--- config.mk ---
export PLATFORM = sky130hd
export DESIGN_NAME = sr_seq
export DESIGN_NICKNAME = d
export VERILOG_FILES = /design/src/rtl/sr_pkg.sv /design/src/rtl/sr_timer.sv /design/src/rtl/sr_fsm.sv /design/src/rtl/sr_pin_dec.sv /design/src/rtl/sr_seq.sv
export SDC_FILE = /design/constraint.sdc
export NUM_CORES = 1
export LEC_CHECK = 0
export BUFFER_PORTS_ARGS = -buffer_cell sky130_fd_sc_hd__buf_2
export CELL_PAD_IN_SITES_DETAIL_PLACEMENT = 1
export CELL_PAD_IN_SITES_GLOBAL_PLACEMENT = 1
export CORE_ASPECT_RATIO = 1.1
export CORE_MARGIN = 1.5
export CORE_UTILIZATION = 41
export DETAILED_ROUTE_END_ITERATION = 7
export HOLD_SLACK_MARGIN = 0.05
export PLACE_DENSITY_LB_ADDON = 0.1
export SLEW_MARGIN = 20
export SYNTH_ARGS = -nofsm -noshare
export SYNTH_HDL_FRONTEND = slang
export SYNTH_SLANG_ARGS = --single-unit
--- constraint.sdc ---
create_clock -name clk -period 2.6 [get_ports clk]
set_input_delay 0.39 -clock clk [delete_from_list [all_inputs] [get_ports clk]]
set_output_delay 0.39 -clock clk [all_outputs]
set_load 0.01 [all_outputs]
--- src/rtl/sr_pkg.sv ---
// Shared types for the self-refresh sequencer.
// Assumes the command bus is ordered {cs_n, ras_n, cas_n, we_n}.
package sr_pkg;

    localparam int CMD_W = 4;

    localparam logic [CMD_W-1:0] CMD_NOP  = 4'b0111;
    localparam logic [CMD_W-1:0] CMD_AREF = 4'b0001;

    typedef enum logic [2:0] {
        ST_IDLE     = 3'd0,
        ST_ENTER    = 3'd1,
        ST_SR       = 3'd2,
        ST_WAIT_CLK = 3'd3,
        ST_EXIT_NOP = 3'd4,
        ST_READY    = 3'd5
    } sr_state_t;

    typedef struct packed {
        logic             cke;
        logic             clk_en;
        logic             ready;
        logic [CMD_W-1:0] cmd;
    } sr_pins_t;

endpackage

--- src/rtl/sr_timer.sv ---
// Down-counter for a minimum-duration window.
// Loading value V makes 'last' high in the V-th following cycle,
// or in the first following cycle when V is 0 or 1.
// Assumes the caller holds 'load' for at least one cycle before the window.
module sr_timer #(
    parameter int W = 8
) (
    input  logic         clk,
    input  logic         rst_n,
    input  logic         load,
    input  logic [W-1:0] load_val,
    output logic         last
);
    logic [W-1:0] cnt;

    // Load on request, otherwise count down to zero and hold.
    always_ff @(posedge clk) begin
        if (!rst_n) begin
            cnt <= '0;
        end else if (load) begin
            cnt <= load_val;
        end else if (cnt != '0) begin
            cnt <= cnt - 1'b1;
        end
    end

    // The window ends in the cycle in which the count is 1 or 0.
    always_comb last = (cnt <= W'(1));

endmodule

--- src/rtl/sr_fsm.sv ---
// State machine of the self-refresh sequencer.
// It keeps an exit request raised during residency pending until the
// residency timer expires. The timers are loaded from this state.
// Assumes the timer 'last' flags follow sr_timer timing.
module sr_fsm
    import sr_pkg::*;
(
    input  logic      clk,
    input  logic      rst_n,
    input  logic      enter_req,
    input  logic      exit_req,
    input  logic      banks_idle,
    input  logic      clk_stable,
    input  logic      res_last,
    input  logic      xsr_last,
    output sr_state_t state,
    output logic      res_load,
    output logic      xsr_load
);
    sr_state_t nxt;
    logic      exit_pend;

    // Next-state selection.
    always_comb begin
        nxt = state;
        unique case (state)
            ST_IDLE:     if (enter_req && banks_idle) nxt = ST_ENTER;
            ST_ENTER:    nxt = ST_SR;
            ST_SR:       if (res_last && (exit_pend || exit_req)) nxt = ST_WAIT_CLK;
            ST_WAIT_CLK: if (clk_stable) nxt = ST_EXIT_NOP;
            ST_EXIT_NOP: if (xsr_last) nxt = ST_READY;
            ST_READY:    nxt = ST_IDLE;
            default:     nxt = ST_IDLE;
        endcase
    end

    // State register.
    always_ff @(posedge clk) begin
        if (!rst_n) state <= ST_IDLE;
        else        state <= nxt;
    end

    // Remember an early exit request. Cleared in idle so stray requests never carry over.
    always_ff @(posedge clk) begin
        if (!rst_n || state == ST_IDLE) begin
            exit_pend <= 1'b0;
        end else if (exit_req && (state == ST_ENTER || state == ST_SR)) begin
            exit_pend <= 1'b1;
        end
    end

    // Timer loads: residency from the entry cycle, recovery while waiting for the clock.
    always_comb begin
        res_load = (state == ST_ENTER);
        xsr_load = (state == ST_WAIT_CLK);
    end

endmodule

--- src/rtl/sr_pin_dec.sv ---
// Decodes the sequencer state into the memory-side pin values.
// Purely combinational from the state register, so the pins are free of glitches from the inputs.
module sr_pin_dec
    import sr_pkg::*;
(
    input  sr_state_t state,
    output sr_pins_t  pins
);
    // Per-state pin table.
    always_comb begin
        pins = '{cke: 1'b1, clk_en: 1'b1, ready: 1'b0, cmd: CMD_NOP};
        unique case (state)
            ST_IDLE:     ;
            ST_ENTER:    begin pins.cke = 1'b0; pins.cmd = CMD_AREF; end
            ST_SR:       begin pins.cke = 1'b0; pins.clk_en = 1'b0; end
            ST_WAIT_CLK: pins.cke = 1'b0;
            ST_EXIT_NOP: ;
            ST_READY:    pins.ready = 1'b1;
            default:     ;
        endcase
    end

endmodule

--- src/rtl/sr_seq.sv ---
// Top of the self-refresh entry/exit sequencer.
// Drives CKE, the command bus and a memory clock enable. It enforces the
// minimum residency and the exit recovery period.
// Assumes trfc_cycles and txsr_cycles are stable from entry until ready.
module sr_seq
    import sr_pkg::*;
#(
    parameter int CNT_W = 8
) (
    input  logic             clk,
    input  logic             rst_n,
    input  logic             enter_req,
    input  logic             exit_req,
    input  logic             banks_idle,
    input  logic             clk_stable,
    input  logic [CNT_W-1:0] trfc_cycles,
    input  logic [CNT_W-1:0] txsr_cycles,
    output logic             cke,
    output logic [CMD_W-1:0] cmd,
    output logic             mem_clk_en,
    output logic             ready
);
    localparam int                NTIM    = 2;
    localparam int                T_RES   = 0;
    localparam int                T_XSR   = 1;
    localparam logic [CNT_W-1:0]  XSR_MIN = CNT_W'(2);

    sr_state_t        state;
    sr_pins_t         pins;
    logic [NTIM-1:0]  tim_load;
    logic [NTIM-1:0]  tim_last;
    logic [CNT_W-1:0] tim_val [NTIM];

    // Recovery length is raised to the two-cycle floor.
    always_comb begin
        tim_val[T_RES] = trfc_cycles;
        tim_val[T_XSR] = (txsr_cycles < XSR_MIN) ? XSR_MIN : txsr_cycles;
    end

    sr_fsm fsm_i (
        .clk        (clk),
        .rst_n      (rst_n),
        .enter_req  (enter_req),
        .exit_req   (exit_req),
        .banks_idle (banks_idle),
        .clk_stable (clk_stable),
        .res_last   (tim_last[T_RES]),
        .xsr_last   (tim_last[T_XSR]),
        .state      (state),
        .res_load   (tim_load[T_RES]),
        .xsr_load   (tim_load[T_XSR])
    );

    for (genvar g = 0; g < NTIM; g++) begin : g_tim
        sr_timer #(.W(CNT_W)) tim_i (
            .clk      (clk),
            .rst_n    (rst_n),
            .load     (tim_load[g]),
            .load_val (tim_val[g]),
            .last     (tim_last[g])
        );
    end

    sr_pin_dec dec_i (
        .state (state),
        .pins  (pins)
    );

    // Output pin mapping.
    always_comb begin
        cke        = pins.cke;
        cmd        = pins.cmd;
        mem_clk_en = pins.clk_en;
        ready      = pins.ready;
    end

endmodule

==> impl_metrics.yaml, run 1 <==
grt:
  grt_pass1_vias: 1067
  busiest_layer: "met2"
  grt_util_met2: 0.342
  grt-ovfl-total: 0
  grt_max_degree: 16
  grt.met1_usage: 0.206
  met3_usage: 0.0192
  antenna_found_initial: 0
  grt_usage: 0.178
  grt_pass1_wl_um: 4680
routing:
  wirelength_um: 2880
  firstDrtPassIters: 3
  via_per_inst: 5.48
  postRouteAntennaNets: 0
  drtIter0Drc: 14
  wl_per_cell_um: 14.0
  drc_errors: 0
  vias: 1129
logic_synthesis:
  synth_compound_area_frac: 0.194
  synth_top_family_by_area: "simple AND/OR/NAND/NOR gates"
  synth_fa_ha_area_frac: 0.0610
  avgSynthCellArea_um2: 8.09
  synth-edff-count: 0
  synth_cell_types: 40
  ys_warn_count: 0
  ys_ff_latch: 20
  synth_xor_area_frac: 0.0570
  synth-async-reset-ratio: 0
  synthMuxAreaShare: 0.0285
  synth_nets: 180
  synth_ff_type: "dfxtp_1"
  synth-simple-area-share: 0.256
  synth-seq-area-share: 0.326
  netlist_area_mm2: 0.00123
  synthCells: 152
power:
  power_density_mw_per_mm2: 1170
  total_power_mw: 1.64
  peakVddDrop_mv: 0.546
  leakage_nw: 0.582
timing:
  worst_slew_pin_slew_ps: 689
  fin_crit_sh: 0.770
  fmax_ghz: 0.500
  fin_ws_ps: 599
  relSlewSlack: 0.534
  fin_skew_ps: 5.02
  fin_tns_setup_ps: 0
  fin_crit_ps: 2000
  fin_hold_ws_ps: 297
  finalSetupViolCount: 0
  final_hold_viol_count: 0
  rsz0062_at_grt: "false"
  slew_violations: 0
placed_design:
  place_congestion: 0.864
  place_area_mm2: 0.00135
  hpwl_um: 2290
  place.port_buffers: 26
  dp_cells: 202
  dpl_worst_slack_ps: 815
cts:
  worstSkewPairLatency_ps: 310
  hold_buffers: 0
  ctsHtreeMaxLevel: 1
  clkSlewWorstSetupHoldPaths_ps: 120
  cts-buffers-inserted: 3
  cts_resized: 0
  cts_tree: "built"
  clockBufferDepth: 2
  root_buffer: "clkbuf_4"
  clock-sinks: 20
  postCtsSetupBuffers: 0
worst_setup_path:
  r2r-start: "g_tim[1].tim_i.cnt[0]"
  required_ps: 2210
  start_kind: "flip-flop"
  crit_fanout: 13
  worstSetupPathType: "flip-flop to primary output"
  crit_path_top_delay_cell: "dfxtp_1"
  cp_data_arrival_time_ps: 1610
  cp_slowest_stage_delay_ps: 510
  critPathCaptureType: "primary output"
  rr_worst_depth: 6
  reg2reg_slack_ps: 820
  r2r-end: "g_tim[1].tim_i.cnt[1]"
  crit_chain: "inv_1 > and3_1 > inv_2 > buf_2"
die:
  start_util: 0.439
  dieArea_mm2: 0.00334
  die_w_um: 55.2
  die_h_um: 60.4
  io_pins: 29
  placementRows: 20
  coreArea_mm2: 0.00280
final_layout:
  final_util: 0.500
  mostFrequentLayoutCell: "buf_2"
  instances_no_fill: 206
  area_delta_synth_final_pct: 13.8
  fillCellCount: 370
  diodes: 0
  final_cell_mix: "26 x buf_2, 20 x dfxtp_1, 17 x nor2_1, 11 x o21ai_0, 10 x nand2_1"
  stdcell_area_mm2: 0.00140
  drive_gt1_frac: 0.214
  nets: 202
worst_hold_path:
  holdPathStages: 3
  whs_endpoint: "g_tim[0].tim_i.cnt[0]"
  worstHoldStart: "trfc_cycles[0]"
  holdCritPathClass: "primary input to flip-flop"
job:
  maxCapViolations: 0
status:
  outcome: "finished clean"
-- where the power goes --
| part | total [mW] | switching [mW] | internal, mW |
|---|---|---|---|
| registers | 0.553 | 0.134 | 0.419 |
| logic | 0.825 | 0.432 | 0.393 |
| clock network | 0.259 | 0.104 | 0.156 |
| total | 1.64 | 0.670 | 0.967 |
-- sequential cells by signal, indices dropped and copies added (netlist names) --
| name | count |
|---|---|
| g_tim.tim_i.cnt | 16 |
| fsm_i.state | 3 |
| fsm_i.exit_pend | 1 |
-- worst max-delay path, delay by kind of cell (launching register included) --
| kind | cells | cell delay [ps] |
|---|---|---|
| DFF | 1 | 510 |
| buffers and inverters | 3 | 510 |
| and+or+nand+nor | 1 | 290 |
-- cells in the mapped netlist, drive strengths merged, types with 2 or more instances --
cell type | n | area share
dfxtp | 20 | 0.33
and3 | 2 | 0.010
nand3b | 3 | 0.018
a211oi | 6 | 0.037
xor2 | 4 | 0.028
nor2 | 17 | 0.052
a21oi | 8 | 0.033
nand2 | 10 | 0.031
clkbuf | 3 | 0.0092
nor4 | 3 | 0.027
o21ai | 12 | 0.052
a31oi | 3 | 0.015
buf | 6 | 0.035
mux2i | 2 | 0.016
nor3 | 4 | 0.020
o22ai | 2 | 0.010
a311oi | 3 | 0.021
ha | 6 | 0.061
xnor2 | 4 | 0.028
nand2b | 2 | 0.010
inv | 9 | 0.027
nand4 | 2 | 0.010
conb | 2 | 0.0061
nand3 | 9 | 0.047
-- kinds of logic after synthesis --
group / Yosys count
and+or+nand+nor: 57
AOI/OAI and AO/OA: 38
DFF: 20
buffers and inverters: 18
xor gates and xnor gates: 8
adders and majority gates: 6
muxes: 3
other: 2
-- metal layers --
metal  wire length [um]  part of all wire
met5                  0                 0
met3                 63             0.022
met2               1460              0.51
met1               1310              0.45
met4                 46             0.016
-- how the worst max path moves through the flow --
stage	from	endpoint	slack (ps)	cells after the start
finish	fsm_i.state[2]	cmd[1]	600	4
global route	fsm_i.state[2]	cmd[2]	500	4
CTS	fsm_i.state[2]	cmd[2]	600	4
detailed placement	g_tim[1].tim_i.cnt[0]	g_tim[1].tim_i.cnt[1]	810	6
global placement	g_tim[1].tim_i.cnt[0]	g_tim[1].tim_i.cnt[1]	920	6
floorplan	fsm_i.state[2]	cmd[2]	1090	7
-- final cells by class --
| type | instances | area [um2] | area share |
|---|---|---|---|
| sequential | 20 | 400 | 0.286 |
| multi-input combinational | 114 | 742 | 0.530 |
| inverter | 9 | 33.8 | 0.0241 |
| clock inverter | 1 | 30.0 | 0.0214 |
| tap | 33 | 41.3 | 0.0295 |
| timing repair buffer | 26 | 130 | 0.0929 |
| clock buffer | 3 | 22.5 | 0.0161 |
Power figures use the tool's default switching activity.
==> inputs of run 2 (changes only) <==
Settings changed: CORE_UTILIZATION 41 to 34.
Clock period 2.6 ns to 1.7 ns, I/O delays scaled along.
==> run 2 against run 1 <==
Against the previous run:
- non-clock buffer count grew 7
- sequential power grew 52%
- count of clock-buffer cells in the layout is the same
- core utilization down 7.0 points
- critical path type is now flip-flop to flip-flop
- largest cell class unchanged
- largest power group unchanged
==> impl_metrics.yaml, run 2 (synthesis gave the netlist of run 1 again) <==
final_layout:
  largest_register: "g_tim.tim_i.cnt"
  nets: 209
  final_cell_mix: "26 x buf_2, 17 x nor2_1, 17 x dfxtp_1, 11 x o21ai_0, 10 x nand2_1"
  stdcell_area_mm2: 0.00145
  fillCellCount: 439
  drive_gt1_frac: 0.263
  diodes: 0
  largest_reg_flops: 16
  mostFrequentLayoutCell: "buf_2"
  area_delta_synth_final_pct: 18.2
  reg_top3: "g_tim.tim_i.cnt (16), fsm_i.state (3), fsm_i.exit_pend (1)"
grt:
  antenna_found_initial: 0
  grt.met1_usage: 0.205
  grt_pass1_vias: 1129
  met3_usage: 0.0411
  grt_max_degree: 15
  grt_pass1_wl_um: 5150
  grt_util_met2: 0.313
  busiest_layer: "met2"
  grt_usage: 0.173
  grt-ovfl-total: 0
die:
  io_pins: 29
  start_util: 0.363
  dieArea_mm2: 0.00399
  coreArea_mm2: 0.00339
  die_w_um: 60.3
  placementRows: 22
  die_h_um: 66.1
power:
  leakage_nw: 0.607
  total_power_mw: 2.46
  power_density_mw_per_mm2: 1690
  peakVddDrop_mv: 0.789
timing:
  final_hold_viol_count: 0
  fmax_ghz: 0.646
  fin_crit_sh: 0.911
  rsz0062_at_grt: "false"
  fin_hold_ws_ps: 176
  slew_violations: 0
  fin_tns_setup_ps: 0
  fin_skew_ps: 1.87
  finalSetupViolCount: 0
  fin_crit_ps: 1550
worst_setup_path:
  crit_path_top_delay_cell: "dfxtp_1"
  r2r-start: "g_tim[1].tim_i.cnt[1]"
  cp_num_buf_inv: 2
  cp_slowest_stage_delay_ps: 350
  critPathCaptureType: "flip-flop"
  start_kind: "flip-flop"
  worstSetupPathType: "flip-flop to flip-flop"
  cp_data_arrival_time_ps: 1740
  crit_chain: "inv_1 > ha_1 > nor4b_2 > buf_4 > nand3_1 > nand2_1 > o22ai_1"
  reg2reg_slack_ps: 150
  r2r-end: "g_tim[1].tim_i.cnt[1]"
  crit_family: "simple AND/OR/NAND/NOR gates"
  required_ps: 1890
  rr_worst_depth: 7
  crit_fanout: 5
cts:
  clockBufferDepth: 2
  root_buffer: "clkbuf_4"
  clkSlewWorstSetupHoldPaths_ps: 110
  worstSkewPairLatency_ps: 300
  clock-sinks: 20
  cts_tree: "built"
  postCtsSetupBuffers: 0
  ctsHtreeMaxLevel: 1
  hold_buffers: 0
  cts_resized: 0
  cts-buffers-inserted: 3
placed_design:
  place_area_mm2: 0.00142
  place_congestion: 0.820
  place.port_buffers: 26
  hpwl_um: 2410
routing:
  wirelength_um: 3100
  drtIter0Drc: 19
  via_per_inst: 5.09
  drc_errors: 0
  firstDrtPassIters: 4
  wl_per_cell_um: 13.6
  postRouteAntennaNets: 0
  vias: 1156
worst_hold_path:
  whs_endpoint: "fsm_i.state[1]"
  holdPathStages: 2
  holdCritPathClass: "primary input to flip-flop"
  worstHoldStart: "clk_stable"
job:
  maxCapViolations: 0
status:
  outcome: "finished clean"
==> run 2: report_power, final <==
| part | switching [mW] | internal, mW | total, mW | leakage (nW) |
|---|---|---|---|---|
| Sequential | 0.197 | 0.642 | 0.839 | 0.166 |
| Combinational | 0.708 | 0.688 | 1.40 | 0.427 |
| Clock | 0.143 | 0.0826 | 0.226 | 0.0138 |
==> run 2: worst reg2reg max path: cells and delay by family, from the launching register on <==
kind            cells  cell delay, ps
compound gates      1             110
fa+ha+maj           1             150
buf+inv             2             290
flops               1             350
simple gates        3             560
==> run 2: metal layers <==
layer,routed length [um],up-vias
met5,0,-
met3,84,2
li1,-,593
met1,1400,548
met4,22,0
met2,1590,13
==> run 2: final cells by class <==
class / instances / area, um2 / share of cell area
Tap cell: 48 / 60.1 / 0.0413
Sequential cell: 20 / 404 / 0.278
Timing Repair Buffer: 33 / 183 / 0.126
Multi-Input combinational cell: 114 / 748 / 0.515
Inverter: 9 / 36.3 / 0.0250
Clock buffer: 3 / 22.5 / 0.0155
==> run 2: worst max path at each step <==
| stage | start | endpoint | slack [ps] | cells past startpoint |
|---|---|---|---|---|
| 2_1_floorplan | g_tim[1].tim_i.cnt[0] | g_tim[1].tim_i.cnt[1] | 220 | 6 |
| 6_report | g_tim[1].tim_i.cnt[1] | g_tim[1].tim_i.cnt[1] | 150 | 7 |
| 5_1_grt | g_tim[0].tim_i.cnt[0] | fsm_i.state[0] | 40 | 6 |
| 3_5_place_dp | g_tim[1].tim_i.cnt[1] | g_tim[1].tim_i.cnt[1] | 80 | 7 |
| 4_1_cts | g_tim[1].tim_i.cnt[1] | g_tim[1].tim_i.cnt[1] | 30 | 7 |
| 3_3_place_gp | g_tim[1].tim_i.cnt[1] | g_tim[1].tim_i.cnt[1] | 190 | 7 |
==> run 2: metrics by stage <==
stage / setup WS (ps) / utilization / instances
finish: 151 / 0.429 / 227
global route: 35.4 / 0.429 / 227
CTS: 32.3 / 0.426 / 227
detailed placement: 79.4 / 0.419 / 224
global placement: 195 / 0.419 / 224
floorplan: 219 / - / 152
==> inputs of run 3 (changes only) <==
Settings changed: CORE_UTILIZATION 34 to 41, CTS_CLUSTER_DIAMETER from default to 30.
Clock period 1.7 ns to 2.01 ns, I/O delays scaled along.
==> run 3 against run 2 <==
Against the previous run:
- clock skew increased by 1.2 ps
- via count decreased by 1.4%
- sequential share of layout area increased by 1.3 points
- register-to-register slack improved by 160 ps
- highest routed layer unchanged
- worst hold slack gained 43 ps
- core utilization increased by 6.3 points
- critical path depth shrank 4
- first-iteration DRC count down 21%
==> impl_metrics.yaml, run 3 (synthesis gave the netlist of run 1 again) <==
cts:
  cts-buffers-inserted: 3
  ctsHtreeMaxLevel: 1
  clock-sinks: 20
  cts_tree: "built"
  worstSkewPairLatency_ps: 300
  hold_buffers: 0
  clkSlewWorstSetupHoldPaths_ps: 110
  root_buffer: "clkbuf_4"
  clockBufferDepth: 2
  cts_resized: 0
  postCtsSetupBuffers: 0
die:
  io_pins: 29
  dieArea_mm2: 0.00334
  start_util: 0.439
  die_h_um: 60.4
  placementRows: 20
  die_w_um: 55.2
  coreArea_mm2: 0.00280
worst_setup_path:
  required_ps: 1710
  start_kind: "flip-flop"
  cp_data_arrival_time_ps: 1530
  critPathCaptureType: "primary output"
  crit_chain: "and3_1 > inv_2 > buf_2"
  cp_slowest_stage_delay_ps: 520
  worstSetupPathType: "flip-flop to primary output"
  crit_path_top_delay_cell: "dfxtp_1"
  crit_fanout: 13
grt:
  grt_max_degree: 15
  grt_pass1_wl_um: 4880
  grt-ovfl-total: 0
  grt_usage: 0.184
  antenna_found_initial: 0
  grt_pass1_vias: 1157
routing:
  wl_per_cell_um: 14.0
  via_per_inst: 5.53
  drc_errors: 0
  postRouteAntennaNets: 0
  wl_met3_um: 72
  vias: 1140
  m1WireLength_um: 1320
  drtIter0Drc: 15
  top_layer: "met4"
  firstDrtPassIters: 2
  wl_met2_um: 1460
  wirelength_um: 2880
timing:
  relSlewSlack: 0.580
  finalSetupViolCount: 0
  rsz0062_at_grt: "false"
  worst_slew_pin_slew_ps: 621
  fin_tns_setup_ps: 0
  fin_crit_sh: 0.911
  fin_skew_ps: 3.08
  final_hold_viol_count: 0
  fin_ws_ps: 179
  fmax_ghz: 0.546
  fin_crit_ps: 1830
  slew_violations: 0
power:
  power_density_mw_per_mm2: 1430
  leakage_nw: 0.573
  peakVddDrop_mv: 0.620
final_layout:
  mostFrequentLayoutCell: "buf_2"
  largest_reg_flops: 16
  final_util: 0.492
  drive_gt1_frac: 0.220
  final_cell_mix: "26 x buf_2, 19 x dfxtp_1, 17 x nor2_1, 11 x o21ai_0, 10 x nand2_1"
  nets: 203
  diodes: 0
  largest_register: "g_tim.tim_i.cnt"
  reg_top3: "g_tim.tim_i.cnt (16), fsm_i.state (3), fsm_i.exit_pend (1)"
  area_delta_synth_final_pct: 12.1
placed_design:
  place_congestion: 0.852
  place.port_buffers: 26
  dpl_worst_slack_ps: 310
  hpwl_um: 2310
job:
  maxCapViolations: 0
status:
  outcome: "finished clean"
worst_hold_path:
  holdCritPathClass: "primary input to flip-flop"
[run 3: path summary, 6_finish.rpt]
| kind | startpoint | cells past startpoint | slack, ps | endpoint |
|---|---|---|---|---|
| max | fsm_i.state[0] | 3 | 180 | cmd[2] |
| min | trfc_cycles[0] | 3 | 220 | g_tim[0].tim_i.cnt[0] |
| max reg2reg | g_tim[1].tim_i.cnt[0] | 6 | 310 | g_tim[1].tim_i.cnt[1] |
| min reg2reg | g_tim[1].tim_i.cnt[1] | 2 | 540 | g_tim[1].tim_i.cnt[1] |
[run 3: layout make-up]
type                       count  area (um2)
fill                         371        1420
clock buffer                   3        22.5
inverter                       9        33.8
sequential                    20         402
timing repair buffer          27         138
multi-input combinational    114         742
tap                           33        41.3
[run 3: layer usage]
layer / vias to the layer above / track usage
met4: 0 / 0.0627
li1: 584 / -
met1: 535 / 0.210
met2: 16 / 0.362
met5: - / 0
met3: 5 / 0.0213
[run 3: per-stage QoR]
step | cell area (um2) | std cells | hold WS, ps | total power, mW
6_report | 1380 | 206 | 219 | 1.97
5_1_grt | 1380 | 206 | 228 | 2.14
4_1_cts | 1380 | 206 | 213 | 1.99
3_5_place_dp | 1360 | 203 | 522 | 1.79
3_3_place_gp | 1360 | 203 | 493 | 1.76
2_1_floorplan | 1230 | 152 | 425 | 1.56
[run 3: critical path: cells and delay by family, from the launching register on]
kind	cells	cell delay [ps]
buffers and inverters	2	340
DFF	1	520
and+or+nand+nor	1	370
[run 3: power breakdown]
part,total (mW),switching (mW),internal [mW]
clock network,0.191,0.122,0.0699
logic,1.06,0.555,0.509
registers,0.710,0.169,0.542
